### src/rtl/knock_spi_cfg.sv
module knock_spi_cfg #(
  parameter int SYNC_STAGES = 2
) (
  input  logic       clk,
  input  logic       rst_n,
  input  logic       spi_sck,
  input  logic       spi_cs_n,
  input  logic       spi_mosi,
  input  logic       test_n,
  output logic       spi_miso,
  output logic       miso_oe,
  output logic       chan_sel,
  output logic [4:0] gain_code,
  output logic [5:0] bpf_code,
  output logic [5:0] int_tc_code,
  output logic [5:0] presc_code
);

  localparam int FRAME_BITS = 8;
  localparam int CNT_W      = $clog2(FRAME_BITS + 2);
  localparam logic [CNT_W-1:0] CNT_FULL = CNT_W'(FRAME_BITS);
  localparam logic [CNT_W-1:0] CNT_OVER = CNT_W'(FRAME_BITS + 1);

  logic [SYNC_STAGES-1:0] sck_q, cs_q, mosi_q;
  logic sck_d, cs_d;

  always_ff @(posedge clk or negedge rst_n) begin
    if (!rst_n) begin
      sck_q  <= '0;
      cs_q   <= '1;
      mosi_q <= '0;
      sck_d  <= 1'b0;
      cs_d   <= 1'b1;
    end else begin
      sck_q  <= {sck_q[SYNC_STAGES-2:0], spi_sck};
      cs_q   <= {cs_q[SYNC_STAGES-2:0], spi_cs_n};
      mosi_q <= {mosi_q[SYNC_STAGES-2:0], spi_mosi};
      sck_d  <= sck_q[SYNC_STAGES-1];
      cs_d   <= cs_q[SYNC_STAGES-1];
    end
  end

  wire sck_s    = sck_q[SYNC_STAGES-1];
  wire cs_s     = cs_q[SYNC_STAGES-1];
  wire mosi_s   = mosi_q[SYNC_STAGES-1];
  wire sck_fall = sck_d & ~sck_s;
  wire sck_rise = ~sck_d & sck_s;
  wire cs_fall  = cs_d & ~cs_s;
  wire cs_rise  = ~cs_d & cs_s;
  wire active   = ~cs_s;

  logic [FRAME_BITS-1:0] rx_sr, rx_last, tx_sr;
  logic [CNT_W-1:0]      bit_cnt;

  wire frame_ok = cs_rise & (bit_cnt == CNT_FULL);

  always_ff @(posedge clk or negedge rst_n) begin
    if (!rst_n) begin
      rx_sr   <= '0;
      bit_cnt <= '0;
    end else if (cs_fall) begin
      bit_cnt <= '0;
    end else if (active && sck_fall) begin
      rx_sr <= {rx_sr[FRAME_BITS-2:0], mosi_s};
      if (bit_cnt != CNT_OVER) bit_cnt <= bit_cnt + 1'b1;
    end
  end

  always_ff @(posedge clk or negedge rst_n) begin
    if (!rst_n)                 tx_sr <= '0;
    else if (cs_fall)           tx_sr <= rx_last;
    else if (active && sck_rise) tx_sr <= {tx_sr[FRAME_BITS-2:0], 1'b0};
  end

  always_ff @(posedge clk or negedge rst_n) begin
    if (!rst_n) begin
      rx_last     <= '0;
      chan_sel    <= 1'b0;
      gain_code   <= '0;
      bpf_code    <= '0;
      int_tc_code <= '0;
      presc_code  <= '0;
    end else if (frame_ok) begin
      rx_last <= rx_sr;
      casez (rx_sr[7:5])
        3'b00?:  bpf_code    <= rx_sr[5:0];
        3'b01?:  int_tc_code <= rx_sr[5:0];
        3'b10?:  presc_code  <= rx_sr[5:0];
        3'b110:  gain_code   <= rx_sr[4:0];
        default: chan_sel    <= rx_sr[0];
      endcase
    end
  end

  assign spi_miso = tx_sr[FRAME_BITS-1];
  assign miso_oe  = ~test_n | (~presc_code[0] & ~spi_cs_n);

endmodule

### config.mk
export PLATFORM = sky130hd
export DESIGN_NAME = knock_spi_cfg
export DESIGN_NICKNAME = d
export VERILOG_FILES = /design/src/rtl/knock_spi_cfg.sv
export SDC_FILE = /design/constraint.sdc
export NUM_CORES = 1
export LEC_CHECK = 0
export BUFFER_PORTS_ARGS = -buffer_cell sky130_fd_sc_hd__buf_2
export CAP_MARGIN = 5
export CORE_MARGIN = 4
export CORE_UTILIZATION = 56
export DETAILED_ROUTE_END_ITERATION = 8
export GPL_ROUTABILITY_DRIVEN = 0
export HOLD_SLACK_MARGIN = 0.03
export PLACE_DENSITY = 0.86
export SYNTH_ARGS = -nofsm -noshare
export SYNTH_HDL_FRONTEND = slang
export SYNTH_SLANG_ARGS = --single-unit
export TNS_END_PERCENT = 50
### constraint.sdc
create_clock -name clk -period 1.75 [get_ports clk]
set_input_delay 0.35 -clock clk [delete_from_list [all_inputs] [get_ports clk]]
set_output_delay 0.35 -clock clk [all_outputs]
set_load 0.02 [all_outputs]
==> impl_metrics.tcl, run 1 <==
set metrics [dict create \
    yosys-top-cells-area "dfrtp_1 58%, mux2_2 21%, dfstp_2 3.2%, mux2_1 3.2%, ha_1 1.5%" \
    timing.max_cap.violations 0 \
    io_pins 32 \
    post_dp_cell_area_sq_mm 0.002715 \
    r2r-start "bit_cnt[1]$_DFFE_PN0P_" \
    dieArea_sq_mm 0.005550 \
    final_hold_viol_count 0 \
    fillCellCount 270 \
    status "finished, final reports clean" \
    r2r_slack_ns 0.07 \
    dp_hpwl_mm 3.266 \
    layout_setup_ws_ns 0.06544 \
    die_h_microns 74.50 \
    tightest_slew_ns 0.5316 \
    grt_pass1_wl_mm 7.790 \
    r2r.worst_path.cells 5 \
    setup_viol 0 \
    clock_path_buffers 2 \
    gr-total-overflow 0 \
    yosysWarnings 0 \
    required_ns 1.96 \
    end_kind "register" \
    syn-num-nets 169 \
    h-tree-depth 3 \
    wirelength_mm 4.593 \
    cts_tree "done" \
    syn_to_final_growth_pct 18.75 \
    io_buffer_count 31 \
    cp_max_fo 6 \
    vias_per_cell 5.653 \
    relSlewSlack 0.6456 \
    wl_per_cell_microns 17.73 \
    crit_path_start_kind "register" \
    dp_slack_ns 0.06644 \
    peakVddDrop_mv 0.7533 \
    start_util 0.5975 \
    rsz0062_at_grt "true" \
    nets 213 \
    total_power_mw 2.975 \
    holdPathEnd "sck_q[0]$_DFF_PN0_" \
    synth_seq_cells 60 \
    drc_errors 0 \
    grtUsageTotal 0.1953 \
    clock_latency_ns 0.33 \
    synth_top_area_cell "dfrtp_1" \
    clkSlewWorstSetupHoldPaths_ns 0.06 \
    power_density_mw_per_mm2 1012 \
    syn-cell-area_sq_mm 0.002476 \
    whs_path_depth 1 \
    grt_antenna_before_repair 0 \
    hold_start "spi_sck" \
    die_w_microns 74.50 \
    grt_pass1_vias 1552 \
    fmax_mhz 593.6 \
    period_minus_slack_ns 1.685 \
    final_cell_area_sq_mm 0.002940 \
    coreArea_sq_mm 0.004144 \
    clock_sinks 60 \
    drt_iter0_drc 27 \
    r2r-end "int_tc_code[3]$_DFFE_PN0P_" \
    finClkSkew_ns 0.01066 \
    utilization 0.7095 \
    crit_type "reg -> reg" \
    n_antenna_cell 0 \
    power_leakage_nw 1.554 \
    finalMaxSlewViolations 0 \
    cts_root_buffer "clkbuf_8" \
    hp-class "in -> reg" \
    holdWs_ns 0.1226 \
    drive_gt1_frac 0.5311 \
    grt_max_degree 27 \
    post-route-period-util 0.9626 \
    ant_nets 0 \
    synth.distinct_cells 30 \
    seq_area_frac_synth 0.6079 \
    num_rows 23 \
    syn_inst 160 \
    cts_made_buffers 9 \
    synth_top_area_share 0.5760 \
    avgSynthCellArea_sq_um 15.48 \
    dr_total_vias 1464 \
    dr.pass1.iters 4 \
    arrival_ns 1.90 \
]
[how the worst max path moves through the flow]
stage	slack [ns]	start	cells past startpoint	to
finish	0.07	bit_cnt[1]$_DFFE_PN0P_	5	int_tc_code[3]$_DFFE_PN0P_
CTS	0.05	bit_cnt[1]$_DFFE_PN0P_	5	gain_code[4]$_DFFE_PN0P_
global route	-0.01	bit_cnt[1]$_DFFE_PN0P_	5	gain_code[4]$_DFFE_PN0P_
detailed placement	0.07	bit_cnt[1]$_DFFE_PN0P_	5	gain_code[4]$_DFFE_PN0P_
floorplan	0.14	bit_cnt[0]$_DFFE_PN0P_	6	rx_last[0]$_DFFE_PN0P_
global placement	0.13	bit_cnt[1]$_DFFE_PN0P_	5	gain_code[2]$_DFFE_PN0P_
[stage by stage]
step | instances | TNS, ns
final | 259 | 0
after floorplan | 160 | 0
after CTS | 259 | 0
after detailed placement | 242 | 0
after global placement | 242 | 0
after global routing | 259 | -0.02361
[critical path, cell delays in order, from the launching register on]
cell and delay (ns):
dfrtp_1 0.41, inv_1 0.09, ha_1 0.17, and3_2 0.24
nand4b_2 0.29, mux2_2 0.38
[area by class of cell]
cell class / count / area (sq um) / share of cell area
Clock inverter: 3 / 43.79 / 0.01489
Inverter: 4 / 15.01 / 0.005106
Clock buffer: 13 / 168.9 / 0.05745
Multi-Input combinational cell: 93 / 937.1 / 0.3187
Tap cell: 50 / 62.56 / 0.02128
Sequential cell: 60 / 1505 / 0.5119
Timing Repair Buffer: 36 / 207.7 / 0.07064
[kinds of logic (layout without fill, tap and decap cells)]
kind of cell,Yosys count,in the layout,synth area share
AO/OA/AOI/OAI,10,10,0.02375
adder cells (fa/ha/maj),3,3,0.01516
buffers and inverters,7,56,0.01465
flip-flops,60,60,0.6079
multiplexers,55,55,0.2496
AND/OR/NAND/NOR,25,25,0.08894
[registers in the layout, indices dropped and copies added (netlist names)]
name,flops
bit_cnt,4
bpf_code,6
chan_sel,1
cs_d,1
cs_q,2
gain_code,5
int_tc_code,6
mosi_q,2
presc_code,6
rx_last,8
rx_sr,8
sck_d,1
sck_q,2
tx_sr,8
[Yosys cell counts]
cell type	number
buf_6	1
a21oi_1	3
inv_1	4
mux2_1	7
a21oi_2	1
nand3_1	2
and3_2	1
dfrtp_1	57
and4bb_2	1
or3_1	2
nand2_1	5
and2b_2	1
mux2_2	47
ha_1	3
nand4b_2	2
nand2b_2	1
o21ai_0	4
and3b_1	1
nor3_1	1
or3b_1	1
mux2i_1	1
nor2_1	3
nand2b_1	1
o31ai_1	1
nor4b_4	1
dfstp_2	3
o211ai_1	1
buf_2	2
nor2_8	1
nand4bb_4	1
[metal layers]
layer	GRT usage	vias up	wire [microns]
met3	0.07027	8	196
met1	0.2444	750	1961
met5	0	-	0
met2	0.3151	35	2366
li1	-	671	-
met4	0.06917	0	68
[what timing repair did]
action / CTS / global route
setup buffers: 0 / 0
gates resized for setup: 0 / 1
endpoints found under the setup margin: 0 / 9
hold buffers: 1 / 0
endpoints found under the hold margin: 18 / 0
[placed cells by master (no fill, tap or decap), types with 2 or more instances in the layout]
cell type,n
clkbuf_8,12
mux2_1,7
or3_1,2
dfrtp_1,57
nor2_1,3
mux2_2,47
a21oi_1,3
dfstp_2,3
buf_4,3
buf_2,31
nand2_1,4
ha_1,3
inv_1,4
o21ai_0,4
nand4b_2,2
nand3_1,2
[where the power goes]
part,switching (mW),leakage [nW],internal (mW)
combinational,0.0762,0.635,0.0725
clock,0.513,0.110,0.775
sequential,0.0952,0.809,1.44
Note: power is estimated with default switching activity, not from simulation.
==> inputs of run 2 (changes only) <==
--- a/config.mk
+++ b/config.mk
@@ -13,6 +13,7 @@
 export GPL_ROUTABILITY_DRIVEN = 0
 export HOLD_SLACK_MARGIN = 0.03
 export PLACE_DENSITY = 0.86
+export SLEW_MARGIN = 20
 export SYNTH_ARGS = -nofsm -noshare
 export SYNTH_HDL_FRONTEND = slang
 export SYNTH_SLANG_ARGS = --single-unit
==> constraint.sdc (replaced) <==
create_clock -name clk -period 1.7 [get_ports clk]
set_input_delay 0.34 -clock clk [delete_from_list [all_inputs] [get_ports clk]]
set_output_delay 0.34 -clock clk [all_outputs]
set_load 0.02 [all_outputs]
==> impl_metrics.tcl, run 2 (same netlist as run 1, synthesis figures left out) <==
set metrics [dict create \
    holdWs_ns 0.1145 \
    r2r.worst_path.cells 5 \
    syn_to_final_growth_pct 18.75 \
    max_stage_delay_ns 0.41 \
    total_power_mw 2.948 \
    r2r_slack_ns 0.006 \
    drive_gt1_frac 0.5429 \
    gr-total-overflow 0 \
    status "finished, final reports clean" \
    whs_path_depth 1 \
    dr.pass1.iters 4 \
    nets 215 \
    required_ns 1.91 \
    relSlewSlack 0.6438 \
    drt_iter0_drc 58 \
    period_minus_slack_ns 1.694 \
    crit_end "presc_code[0]$_DFFE_PN0P_" \
    num_rows 23 \
    final_hold_viol_count 0 \
    end_kind "register" \
    tightest_slew_ns 0.5342 \
    crit_type "reg -> reg" \
    finClkSkew_ns 0.004935 \
    ant_nets 0 \
    clkSlewWorstSetupHoldPaths_ns 0.06 \
    timing.max_cap.violations 0 \
    h-tree-depth 3 \
    start_util 0.5975 \
    wirelength_mm 4.874 \
    grtUsageTotal 0.2011 \
    n_antenna_cell 0 \
    crit_path_start_kind "register" \
    cts_root_buffer "clkbuf_8" \
    power_leakage_nw 1.549 \
    setup_viol 0 \
    final_common_cell "dfrtp_1" \
    peakVddDrop_mv 0.7041 \
    vias_per_cell 5.665 \
    dieArea_sq_mm 0.005550 \
    power_density_mw_per_mm2 1003 \
    fillCellCount 289 \
    clock_latency_ns 0.33 \
    multi_input_area_sq_um 950.9 \
    crit_start "bit_cnt[1]$_DFFE_PN0P_" \
    grt_antenna_before_repair 0 \
    r2r-start "bit_cnt[1]$_DFFE_PN0P_" \
    rsz0062_at_grt "true" \
    io_pins 32 \
    dp_slack_ns -0.006640 \
    fmax_mhz 590.4 \
    layout_setup_ws_ns 0.006317 \
    utilization 0.7095 \
    crit_chain "inv_2 -> ha_2 -> and3_2 -> nand4b_2 -> mux2_2" \
    post-route-period-util 0.9963 \
    grt_max_degree 27 \
    drc_errors 0 \
    reg_top3 "rx_last: 8 flops, rx_sr: 8 flops, tx_sr: 8 flops" \
    clock_sinks 60 \
    r2r-end "presc_code[0]$_DFFE_PN0P_" \
    grt_pass1_wl_mm 8.107 \
    hold_start "spi_mosi" \
    cpMaxStageDelayCell "dfrtp_1" \
    cp_max_fo 6 \
    layout_common_cells "57 x dfrtp_1, 46 x mux2_2, 31 x buf_2, 10 x clkbuf_8, 7 x mux2_1" \
    grt_pass1_vias 1616 \
    arrival_ns 1.90 \
    coreArea_sq_mm 0.004144 \
    seq_area_sq_mm 0.001505 \
    die_h_microns 74.50 \
    wl_per_cell_microns 18.75 \
    cts_tree "done" \
    post_dp_cell_area_sq_mm 0.002723 \
    finalMaxSlewViolations 0 \
    hp-class "in -> reg" \
    die_w_microns 74.50 \
    cts_made_buffers 9 \
    dr_total_vias 1473 \
    io_buffer_count 31 \
    clock_path_buffers 2 \
    final_cell_area_sq_mm 0.002940 \
    dp_hpwl_mm 3.321 \
]
## run 2: stage by stage
step / setup TNS [ns] / std cells
floorplan: 0 / 160
CTS: 0 / 259
global route: -0.7169 / 260
global placement: 0 / 243
finish: 0 / 260
detailed placement: -0.01242 / 243
## run 2: area by class of cell
type	instances	share of cell area
Inverter	4	0.005106
Multi-Input combinational cell	93	0.3234
Sequential cell	60	0.5119
Tap cell	50	0.02128
Timing Repair Buffer	38	0.07574
Clock inverter	2	0.01191
Clock buffer	13	0.05064
## run 2: worst min-delay path by stage
stage	slack, ns	end
3_3_place_gp	0.34	bit_cnt[3]$_DFFE_PN0P_
5_1_grt	0.10	mosi_q[0]$_DFF_PN0_
6_report	0.11	mosi_q[0]$_DFF_PN0_
2_1_floorplan	0.04	bit_cnt[0]$_DFFE_PN0P_
3_5_place_dp	0.34	bit_cnt[3]$_DFFE_PN0P_
4_1_cts	0.11	mosi_q[0]$_DFF_PN0_
## run 2: power breakdown
part / switching (mW) / internal (mW)
combinational: 0.0840 / 0.0807
clock: 0.494 / 0.708
sequential: 0.0947 / 1.49
total: 0.673 / 2.28
## run 2: worst max-delay path: cells and delay by family (launching register included)
kind,cells,cell delay (ns)
adders and majority gates,1,0.19
buffers and inverters,1,0.08
DFF,1,0.41
muxes,1,0.38
and+or+nand+nor,2,0.53
## run 2: routing by layer
metal / GRT usage / part of all wire / vias up
met3: 0.05135 / 0.040 / 13
li1: - / - / 675
met5: 0 / 0 / -
met1: 0.2399 / 0.41 / 750
met4: 0.09881 / 0.031 / 0
met2: 0.3385 / 0.52 / 35
## run 2: what timing repair did
action | CTS | global route
endpoints found under the hold margin | 18 | 0
cloned | 0 | 0
buffers inserted | 0 | 1
pin swaps | 1 | 2
hold buffers | 1 | 0
setup endpoints to repair | 5 | 31
resized for setup | 0 | 6
==> inputs of run 3 (changes only) <==
--- a/config.mk
+++ b/config.mk
@@ -5,6 +5,7 @@
 export SDC_FILE = /design/constraint.sdc
 export NUM_CORES = 1
 export LEC_CHECK = 0
+export ABC_AREA = 1
 export BUFFER_PORTS_ARGS = -buffer_cell sky130_fd_sc_hd__buf_2
 export CAP_MARGIN = 5
 export CORE_MARGIN = 4
==> impl_metrics.tcl, run 3 <==
set metrics [dict create \
    multi_input_area_sq_um 807.0 \
    async_flop_share 1.000 \
    crit_path_start_kind "register" \
    vias_per_cell 5.249 \
    synth_common_cells "75 x nand2_1, 57 x dfrtp_1, 28 x o21ai_0, 22 x inv_1, 14 x nand4_1" \
    synth_seq_cells 60 \
    cts_resized 0 \
    cp_top_family "simple AND/OR/NAND/NOR gates" \
    avgSynthCellArea_sq_um 9.468 \
    p_clk_frac 0.343 \
    swShare 0.2886 \
    synth.distinct_cells 22 \
    clock_sinks 60 \
    rsz0062_at_grt "true" \
    start_util 0.5963 \
    power_frac_comb 0.140 \
    dieArea_sq_mm 0.005540 \
    synth-adder-area-share 0.01519 \
    cp_max_fo 13 \
    die_h_microns 74.43 \
    power_leakage_nw 1.488 \
    seq_area_frac_synth 0.6091 \
    grt_pass1_vias 1792 \
    yosys-top-cells-area "dfrtp_1 58%, nand2_1 11%, o21ai_0 5.7%, nand4_1 3.5%, inv_1 3.3%" \
    crit_buf_inv 1 \
    drc_errors 0 \
    final_cell_area_sq_mm 0.002895 \
    switching_power_mw 0.9835 \
    cts_tree "done" \
    synth-simple-area-share 0.2020 \
    wirelength_mm 4.706 \
    coreArea_sq_mm 0.004144 \
    drt_iter0_drc 203 \
    grt_antenna_before_repair 0 \
    peakVddDrop_mv 0.6850 \
    synth-edff-count 0 \
    finClkSkew_ns 0.005568 \
    arrival_ns 1.84 \
    syn_inst 261 \
    synth_top_area_share 0.5772 \
    final_hold_viol_count 0 \
    grt_pass1_wl_mm 8.066 \
    synth.most_common_cell "nand2_1" \
    dr_total_vias 1874 \
    cts_made_buffers 9 \
    syn_to_final_growth_pct 17.16 \
    dp_hpwl_mm 3.296 \
    synth_top_family_by_area "simple AND/OR/NAND/NOR gates" \
    max_stage_delay_ns 0.42 \
    finalMaxSlewViolations 0 \
    utilization 0.6987 \
    syn-cell-area_sq_mm 0.002471 \
    nets 311 \
    relSlewSlack 0.6748 \
    end_kind "register" \
    synth-xor-area-share 0.003544 \
    setup_viol 0 \
    timing.max_cap.violations 0 \
    final_common_cell "nand2_1" \
    status "finished, final reports clean" \
    post-route-period-util 0.9532 \
    hp-class "in -> reg" \
    num_rows 23 \
    synth_flop_cell "dfrtp_1" \
    clock_path_buffers 2 \
    io_pins 32 \
    n_antenna_cell 0 \
    wl_per_cell_microns 13.18 \
    ant_nets 0 \
    intPower_mw 2.424 \
    tightest_slew_ns 0.4878 \
    required_ns 1.92 \
    post_dp_cell_area_sq_mm 0.002674 \
    period_minus_slack_ns 1.620 \
    yosysWarnings 0 \
    clkSlewWorstSetupHoldPaths_ns 0.06 \
    io_buffer_count 31 \
    crit_chain "inv_1 -> ha_1 -> nand3_1 -> nor2_4 -> nand2_2 -> nand2_1 -> o21ai_2" \
    dr.pass1.iters 4 \
    power_density_mw_per_mm2 1177 \
    fmax_mhz 617.1 \
    drive_gt1_frac 0.2378 \
    synthMuxAreaShare 0 \
    reg_top3 "rx_last: 8 flops, rx_sr: 8 flops, tx_sr: 8 flops" \
    synth-compound-area-share 0.1058 \
    h-tree-depth 3 \
    clock_latency_ns 0.33 \
    cts_root_buffer "clkbuf_8" \
    fillCellCount 327 \
    grtUsageTotal 0.1985 \
    synth_top_area_cell "dfrtp_1" \
    die_w_microns 74.43 \
    layout_common_cells "75 x nand2_1, 57 x dfrtp_1, 31 x buf_2, 28 x o21ai_0, 22 x inv_1" \
    gr-total-overflow 0 \
    cpMaxStageDelayCell "dfrtp_1" \
    pwr-share-seq 0.516 \
    seq_area_sq_mm 0.001505 \
    syn-num-nets 270 \
    crit_type "reg -> reg" \
    grt_max_degree 61 \
]
[run 3: area by class of cell]
class / instances / area share
Multi-Input combinational cell: 165 / 0.2787
Timing Repair Buffer: 39 / 0.07952
Inverter: 27 / 0.03500
Clock buffer: 13 / 0.05834
Sequential cell: 60 / 0.5199
Tap cell: 50 / 0.02161
Clock inverter: 3 / 0.006914
[run 3: per-layer routing]
layer	track usage	wire length, microns	vias to the layer above	part of all wire
li1	-	-	931	-
met1	0.2491	2072	880	0.44
met2	0.3073	2236	52	0.48
met3	0.08514	295	11	0.063
met4	0.07312	102	0	0.022
met5	0	0	-	0
[run 3: power by group through the flow]
| stage | clock (mW) | combinational [mW] | sequential [mW] |
|---|---|---|---|
| 3_3_place_gp | 0 | 0.457 | 1.77 |
| 5_1_grt | 1.28 | 0.568 | 1.79 |
| 4_1_cts | 1.21 | 0.488 | 1.76 |
| 6_report | 1.17 | 0.479 | 1.76 |
| 3_5_place_dp | 0 | 0.481 | 1.78 |
| 2_1_floorplan | 0 | 0.297 | 1.78 |
[run 3: path summary, 6_finish.rpt]
kind	startpoint	endpoint	slack (ns)	cells after the start
hold / removal	spi_sck	sck_q[0]$_DFF_PN0_	0.11	1
hold reg to reg	mosi_q[0]$_DFF_PN0_	mosi_q[1]$_DFF_PN0_	0.35	0
setup / recovery	bit_cnt[1]$_DFFE_PN0P_	int_tc_code[0]$_DFFE_PN0P_	0.08	7
max in group asynchronous	rst_n	cs_d$_DFF_PN1_	0.87	3
min in group asynchronous	rst_n	bpf_code[2]$_DFFE_PN0P_	0.54	3
setup reg to reg	bit_cnt[1]$_DFFE_PN0P_	int_tc_code[0]$_DFFE_PN0P_	0.08	7
[run 3: logic make-up (layout without fill, tap and decap cells)]
| logic type | count (synthesis) | after routing |
|---|---|---|
| flops | 60 | 60 |
| compound gates | 47 | 47 |
| buf+inv | 36 | 82 |
| simple gates | 114 | 114 |
| fa+ha+maj | 3 | 3 |
| xor+xnor | 1 | 1 |
[run 3: repair_timing]
item                                   4_1_cts  5_1_grt
buffers inserted                             0        3
setup endpoints to repair                    0       25
hold buffers                                 1        0
endpoints found under the hold margin       57        0
[run 3: metrics by stage]
stage	instances	setup TNS, ns	hold slack, ns	setup WS, ns	power, mW
2_1_floorplan	261	0	0.04441	0.3565	2.075
3_3_place_gp	337	0	0.3329	0.1323	2.226
3_5_place_dp	337	0	0.3433	0.06407	2.264
4_1_cts	354	0	0.08862	0.06385	3.452
5_1_grt	357	-1.099	0.08835	-0.08809	3.630
6_report	357	0	0.1097	0.07954	3.407
